==> src/rtl/sdram_refresh_seq.sv <==
module sdram_refresh_seq #(
  parameter int DLY_W = 14,
  parameter int PER_W = 10,
  parameter int QMAX  = 4
) (
  input  logic             clk,
  input  logic             rst_n,
  input  logic             enable,
  input  logic [DLY_W-1:0] init_delay,
  input  logic [PER_W-1:0] refresh_period,
  input  logic [1:0]       mrd_dly,
  input  logic [2:0]       rc_dly,
  input  logic [2:0]       rp_dly,
  input  logic             ref_grant,
  output logic [1:0]       cmd,
  output logic             ref_req,
  output logic             ready,
  output logic [2:0]       pend_cnt,
  output logic             pend_lost
);
  localparam logic [1:0] C_NOP = 2'd0, C_PRE = 2'd1, C_REF = 2'd2, C_LMR = 2'd3;
  localparam int QW = $clog2(QMAX + 1);

  typedef enum logic [3:0] {
    S_OFF, S_STAB, S_PRE, S_WRP, S_AR, S_WRC, S_LMR, S_WMR, S_RUN
  } st_t;

  st_t              st;
  logic [DLY_W-1:0] cnt;
  logic [PER_W-1:0] tmr;
  logic [2:0]       rcw;
  logic [QW-1:0]    pend;
  logic             due, issue;

  assign ready    = (st == S_RUN);
  assign due      = ready && (tmr == refresh_period - PER_W'(1));
  assign ref_req  = ready && (pend != '0) && (rcw == '0);
  assign issue    = ref_req && ref_grant;
  assign pend_cnt = 3'(pend);

  always_comb begin
    case (st)
      S_PRE:   cmd = C_PRE;
      S_AR:    cmd = C_REF;
      S_LMR:   cmd = C_LMR;
      default: cmd = issue ? C_REF : C_NOP;
    endcase
  end

  always_ff @(posedge clk or negedge rst_n) begin
    if (!rst_n) begin
      st <= S_OFF; cnt <= '0; tmr <= '0; rcw <= '0; pend <= '0; pend_lost <= 1'b0;
    end else if (!enable) begin
      st <= S_OFF; cnt <= '0; tmr <= '0; rcw <= '0; pend <= '0; pend_lost <= 1'b0;
    end else begin
      case (st)
        S_OFF:  begin cnt <= init_delay; st <= (init_delay == '0) ? S_PRE : S_STAB; end
        S_STAB: if (cnt == DLY_W'(1)) st <= S_PRE; else cnt <= cnt - 1'b1;
        S_PRE:  begin cnt <= DLY_W'(rp_dly); st <= (rp_dly == '0) ? S_AR : S_WRP; end
        S_WRP:  if (cnt == DLY_W'(1)) st <= S_AR; else cnt <= cnt - 1'b1;
        S_AR:   begin cnt <= DLY_W'(rc_dly); st <= (rc_dly == '0) ? S_LMR : S_WRC; end
        S_WRC:  if (cnt == DLY_W'(1)) st <= S_LMR; else cnt <= cnt - 1'b1;
        S_LMR:  begin cnt <= DLY_W'(mrd_dly); st <= (mrd_dly == '0) ? S_RUN : S_WMR; end
        S_WMR:  if (cnt == DLY_W'(1)) st <= S_RUN; else cnt <= cnt - 1'b1;
        default: st <= S_RUN;
      endcase

      tmr <= (!ready || due) ? '0 : tmr + 1'b1;

      if (issue) rcw <= rc_dly;
      else if (rcw != '0) rcw <= rcw - 1'b1;

      if (due && !issue) begin
        if (pend == QW'(QMAX)) pend_lost <= 1'b1;
        else pend <= pend + 1'b1;
      end else if (!due && issue) begin
        pend <= pend - 1'b1;
      end
    end
  end

  AST_OFF_QUIET: assert property (@(posedge clk) disable iff (!rst_n)
    !enable |=> (cmd == C_NOP && !ready && !ref_req && pend_cnt == 3'd0 && !pend_lost));
  AST_READY_HOLD: assert property (@(posedge clk) disable iff (!rst_n)
    (ready && enable) |=> ready);
  AST_REF_NEEDS_GRANT: assert property (@(posedge clk) disable iff (!rst_n)
    (ready && cmd == C_REF) |-> ref_grant);
  AST_RC_GAP: assert property (@(posedge clk) disable iff (!rst_n)
    (issue && rc_dly != 3'd0) |=> !ref_req);
  AST_NO_OVERFLOW: assert property (@(posedge clk) disable iff (!rst_n)
    pend_cnt <= 3'(QMAX));
  AST_LOST_STICKY: assert property (@(posedge clk) disable iff (!rst_n)
    (pend_lost && enable) |=> pend_lost);
  AST_DUE_AND_ISSUE: assert property (@(posedge clk) disable iff (!rst_n)
    (due && issue && enable) |=> pend_cnt == $past(pend_cnt));
endmodule

==> config.mk <==
export PLATFORM = sky130hd
export DESIGN_NAME = sdram_refresh_seq
export DESIGN_NICKNAME = d
export VERILOG_FILES = /design/src/rtl/sdram_refresh_seq.sv
export SDC_FILE = /design/constraint.sdc
export NUM_CORES = 1
export LEC_CHECK = 0
export BUFFER_PORTS_ARGS = -buffer_cell sky130_fd_sc_hd__buf_4
export CORE_MARGIN = 2
export CORE_UTILIZATION = 55
export DETAILED_ROUTE_END_ITERATION = 12
export PLACE_DENSITY = 0.9
export SYNTH_ARGS = -nofsm -noshare
export SYNTH_HDL_FRONTEND = slang
export SYNTH_SLANG_ARGS = --single-unit
==> constraint.sdc <==
create_clock -name clk -period 3.2 [get_ports clk]
set_input_delay 0.64 -clock clk [delete_from_list [all_inputs] [get_ports clk]]
set_output_delay 0.64 -clock clk [all_outputs]
set_load 0.01 [all_outputs]
Word-level counts from Yosys, hierarchy flattened
Index checks and enable logic that the tools add are counted.
W data, S select, Z words.
{ "totals": {"register_bits": 35, "elab_cells": 84} }
{ "classes": {"add_sub_neg": 6, "n_eq_ne": 22, "n_mux": 27, "n_reduce_logical": 23} }
{ "ops": {"columns": ["operator", "count"], "rows": [
  ["$pmux W14 S5", 1],
  ["$pmux W4 S8", 1],
  ["$mux W14", 2],
  ["$mux W3", 8],
  ["$mux W4", 6],
  ["$mux W10", 2],
  ["$ne A3 B3 Y1 const B", 6],
  ["$eq A4 B3 Y1 const B", 4],
  ["$eq A14 B1 Y1 const B", 1],
  ["$logic_not A14 Y1", 1],
  ["$sub A14 B1 Y14 const B", 1],
  ["$add A10 B1 Y10 const B", 1],
  ["$eq A10 B10 Y1", 1],
  ["$sub A10 B1 Y10 const B", 1],
  ["$logic_not A3 Y1", 3],
  ["$eq A4 B2 Y1 const B", 2],
  ["$logic_and A1 B1 Y1", 6],
  ["$mux W2", 3],
  ["$ne A3 B1 Y1 const B", 2],
  ["$ne A6 B2 Y1 const B", 1],
  ["$pmux W2 S3", 1],
  ["$reduce_and A2 Y1", 3],
  ["$reduce_bool A3 Y1", 2],
  ["$sub A3 B1 Y3 const B", 2],
  ["other kinds (12)", 17]
]} }

Longest topological paths before layout
{ "depth": {"depth_word": 8, "mapped_depth": 12, "mapped_depth_nobuf": 12} }

Least setup slack after synthesis
No wires, ideal clock.
{ "synth_path": {"kind": "input-to-reg", "start": "input refresh_period[0]", "end": "register pend[2], in the netlist pend_cnt[2]", "setup_time_ns": 0.079, "t_arrival_ns": 2.817, "required_ns": 3.121, "slack_ns": 0.304, "stages": 12, "path_buffers": 0, "path_cell_list": "inv_1 ha_1 or4b_4 nand4_1 a211oi_1 a311o_2 nand3_1 nor2_1 fa_1 nand2b_1 mux2i_1 mux2i_1"} }
{ "synth_between": {"elab_chain_len": 7} }
{ "synth_lines": {"columns": ["item", "line_no", "text"], "rows": [
  ["start: declaration", "10", "input logic [PER_W-1:0] refresh_period,"],
  ["$sub A10 B1 Y10 *", "36", "assign due = ready && (tmr == refresh_period - PER_W'(1));"],
  ["$eq A10 B10 Y1 *", "36", null],
  ["$logic_and A1 B1 Y1 *", "36", null],
  ["$logic_not A1 Y1", "76", "end else if (!due && issue) begin"],
  ["$logic_and A1 B1 Y1", "76", null],
  ["$ne A3 B1 Y1 (no source line)", null, null],
  ["$reduce_and A2 Y1 (no source line)", null, null],
  ["end signal: assignment", "75", "else pend <= pend + 1'b1;"],
  ["end signal: assignment", "77", "pend <= pend - 1'b1;"],
  ["end: declaration", "32", "logic [QW-1:0] pend;"]
]} }
Every way passes the cells marked *; elsewhere a longest branch is shown, timed or not.
A chain may end at the register's enable or synchronous reset.

Worst setup path in the final report
Ends and elaborated chain as after synthesis.

==> summary.md <==
| Metric | Value |
|---|---|
| Status | finished clean |
| Relative slew slack | 0.215 |
| Peak VDD IR | 421 uV |
| Fmax | 344 MHz |
| DR vias | 2,469 |
| Sequential cell area fraction in the yosys report | 0.333 |
| Fin crit share | 0.908 |
| Pre-CTS worst setup slack | -0.0123 ns |
| DIE HEIGHT | 73.1 um |
| Post_cts resized | 0 |
| CTS clk-pin slew, worst paths | 0.07 ns |
| Power per cell area | 682 nW/um^2 |
| Clk sinks | 35 |
| Worst Slack Setup Final | 0.295 ns |
| Total Neg Setup Slack | 0 ns |
| Post-synthesis simple-gate area fraction | 0.288 |
| Setup Viol. Count Final | 0 |
| Slew Viols, Final | 0 |
| Area share of xor/xnor cells in the synthesized design | 0.0967 |
| Die width | 73.1 um |
| Primary FF master, synth | dfrtp_1 |
| Drt via density | 6.04 |
| Ys async rst share | 1.00 |
| CP Class | in -> reg |
| Met1 WL | 2620 um |
| Clock buffer depth | 2 |
| Final Routed Wirelength | 6060 um |
| 1st-pass router iterations | 4 |
| TritonCTS clock tree | yes |
| Worst-margin pin slew | 1.18 ns |
| Ys Warns | 0 |
| Ant diodes | 0 |
| Fraction of the mapped netlist area in compound gates | 0.180 |
| Number of synthesized flops with an enable pin | 0 |
| Filler cells | 391 |
| Die footprint | 5350 sq um |
| Maxcap violations | 0 |
| Buffers on Ports | 43 |
| Row cnt | 25 |
| Syn avg cell area | 8.24 sq um |
| Starting DRT DRC Count | 172 |
| Routed WL per cell | 14.8 um |
| Worst Hold Class | in -> async |
| Post-synthesis mux area share | 0.0205 |
| All-layer global routing usage | 0.243 |
| Number of global-route vias before repair | 2,332 |
| DP Area | 2960 sq um |
| Gr ovfl total | 0 |
| Initial antenna violation count | 0 |
| Setup crit end kind | flop |
| CP Launch Type | primary input |
| Worst path arrival time | 3.13 ns |
| Design Area, Final | 3040 sq um |
| Post CTS Setup Buffer Count | 0 |
| RSZ-0062 raised after global routing | false |
| Cell Area, Synth | 2630 sq um |
| Largest net degree at the start of global routing | 36 |
| Top layer in use | met4 |
| Fin. Hold Viols | 0 |
| Met3 WL | 319 um |
| Worst-Skew Late Latency | 0.30 ns |
| CTS Hold Bufs | 0 |
| Minimum clock period | 2.90 ns |
| Largest family of logic cells by synthesized area | simple AND/OR/NAND/NOR gates |
| Synthesis-to-finish area growth | 15.9% |
| H-Tree Depth | 2 |
| First-pass GRT wire length | 10,100 um |
| Skew final | 0.00980 ns |
| I/O Pins | 44 |
| CTS buffer count | 5 |
| Post-synthesis adder-cell area fraction | 0.0362 |
| Yosys cell types | 53 |
| Pleak | 0.00141 uW |
| Crit-path max FO | 6 |
| Detail Placement HPWL | 4330 um |
| ANT nets after route | 0 |
| Remaining DRCs | 0 |
| Core footprint | 4660 sq um |
| Root buf cell | clkbuf_8 |
| Post-Syn Instances | 319 |
| Worst path required time | 3.43 ns |
| DR WL met2 | 3020 um |
| Overall power | 2080 uW |
| Layout cells sized above 1 | 0.180 |
| Nets@finish | 397 |
| Gpl congestion | 0.933 |
| Synthesized Nets | 362 |
| Synth Register Bits | 35 |
| Initial cell density of the core | 0.564 |
[worst max-delay path, cell delays in order]
cell      delay (ns)
buf_4           0.14
inv_1           0.06
ha_1            0.21
or4b_4          0.49
nand4_1         0.11
a211oi_1        0.07
a311o_2         0.35
nand3_1         0.10
nor2_1          0.06
fa_1            0.38
nand2b_1        0.16
mux2i_1         0.16
mux2i_1         0.19
[state kept, by name (all words and copies together) (netlist names)]
register and count:
cnt 14, pend_cnt 3, pend_lost 1, rcw 3
st 4, tmr 10
[per-stage QoR]
stage	utilization	hold slack, ns	cells
final	0.653	0.282	409
after global routing	0.653	0.311	409
after CTS	0.653	0.298	409
after detailed placement	0.635	0.498	401
after global placement	0.635	0.477	401
after floorplan	-	0.344	319
[where the power goes]
part,switching [uW],total (uW),internal (uW)
Clock,167,316,149
Sequential,163,716,553
Combinational,572,1050,473
Total,902,2080,1180
[area by class of cell]
class	instances	area [sq um]	area share
clock buffers	5	68.8	0.0226
repair buffers	44	330	0.109
flip-flops and latches	35	876	0.288
clock inverters	3	15.0	0.00493
inverters	14	52.6	0.0173
well taps	54	67.6	0.0222
multi-input cells	254	1630	0.537
[cell families after synthesis]
kind of cell    Yosys count
simple gates            145
compound gates           68
flops                    35
buf+inv                  30
xor+xnor                 29
fa+ha+maj                 7
mux                       5
[cell usage in the layout (no fill, tap or decap), types with 4 or more instances in the layout]
master and instances:
inv_1 14, nand3_1 8, nor2b_1 11, a221oi_1 9, xnor2_1 16, o21ai_0 16
ha_1 6, xor2_1 13, nor3b_1 5, clkbuf_8 5, a22oi_1 5, dfrtp_1 35
nand2_1 27, nor2_1 44, nor4_1 9, buf_4 44, mux2i_1 4, nor3_1 13
nand2b_1 5, a21oi_1 12
[path summary, 6_finish.rpt]
check	startpoint	end	slack, ns	depth (start not counted)
worst max-delay path	refresh_period[0]	pend_cnt[2]$_DFFE_PN0P_	0.30	13
min in group clk	pend_lost$_DFFE_PN0P_	pend_lost$_DFFE_PN0P_	0.50	1
max in group asynchronous	rst_n	tmr[4]$_DFF_PN0_	2.59	1
worst min-delay path	rst_n	pend_cnt[0]$_DFFE_PN0P_	0.28	1
worst max register to register	cnt[0]$_DFFE_PN0P_	cnt[13]$_DFFE_PN0P_	0.71	7
worst min register to register	pend_lost$_DFFE_PN0P_	pend_lost$_DFFE_PN0P_	0.50	1
[synth_stat cells, drive strengths merged (2+ instances only)]
library cell,n,share of area
nor2,45,0.065
dfrtp,35,0.33
nand2,27,0.039
o21ai,16,0.030
xnor2,16,0.053
inv,14,0.020
nor3,13,0.025
xor2,13,0.043
a21oi,12,0.023
clkbuf,12,0.017
nor2b,11,0.026
nor4,10,0.026
a221oi,9,0.030
nand3,9,0.019
ha,6,0.029
a22oi,5,0.014
mux2i,5,0.020
nand2b,5,0.012
nor3b,5,0.014
buf,4,0.0076
a211oi,3,0.0086
a31oi,3,0.0071
and2,3,0.0071
and3,3,0.0071
nand4,3,0.0071
o211a,3,0.011
or3,3,0.0071
a22o,2,0.0067
o311ai,2,0.0067
o31ai,2,0.0057
or2,2,0.0048
[per-layer routing]
metal / up-vias / global-route usage
li1: 1204 / -
met1: 1189 / 0.299
met2: 68 / 0.410
met3: 8 / 0.0566
met4: 0 / 0.0947
met5: - / 0
Note: power is estimated with default switching activity, not from simulation.
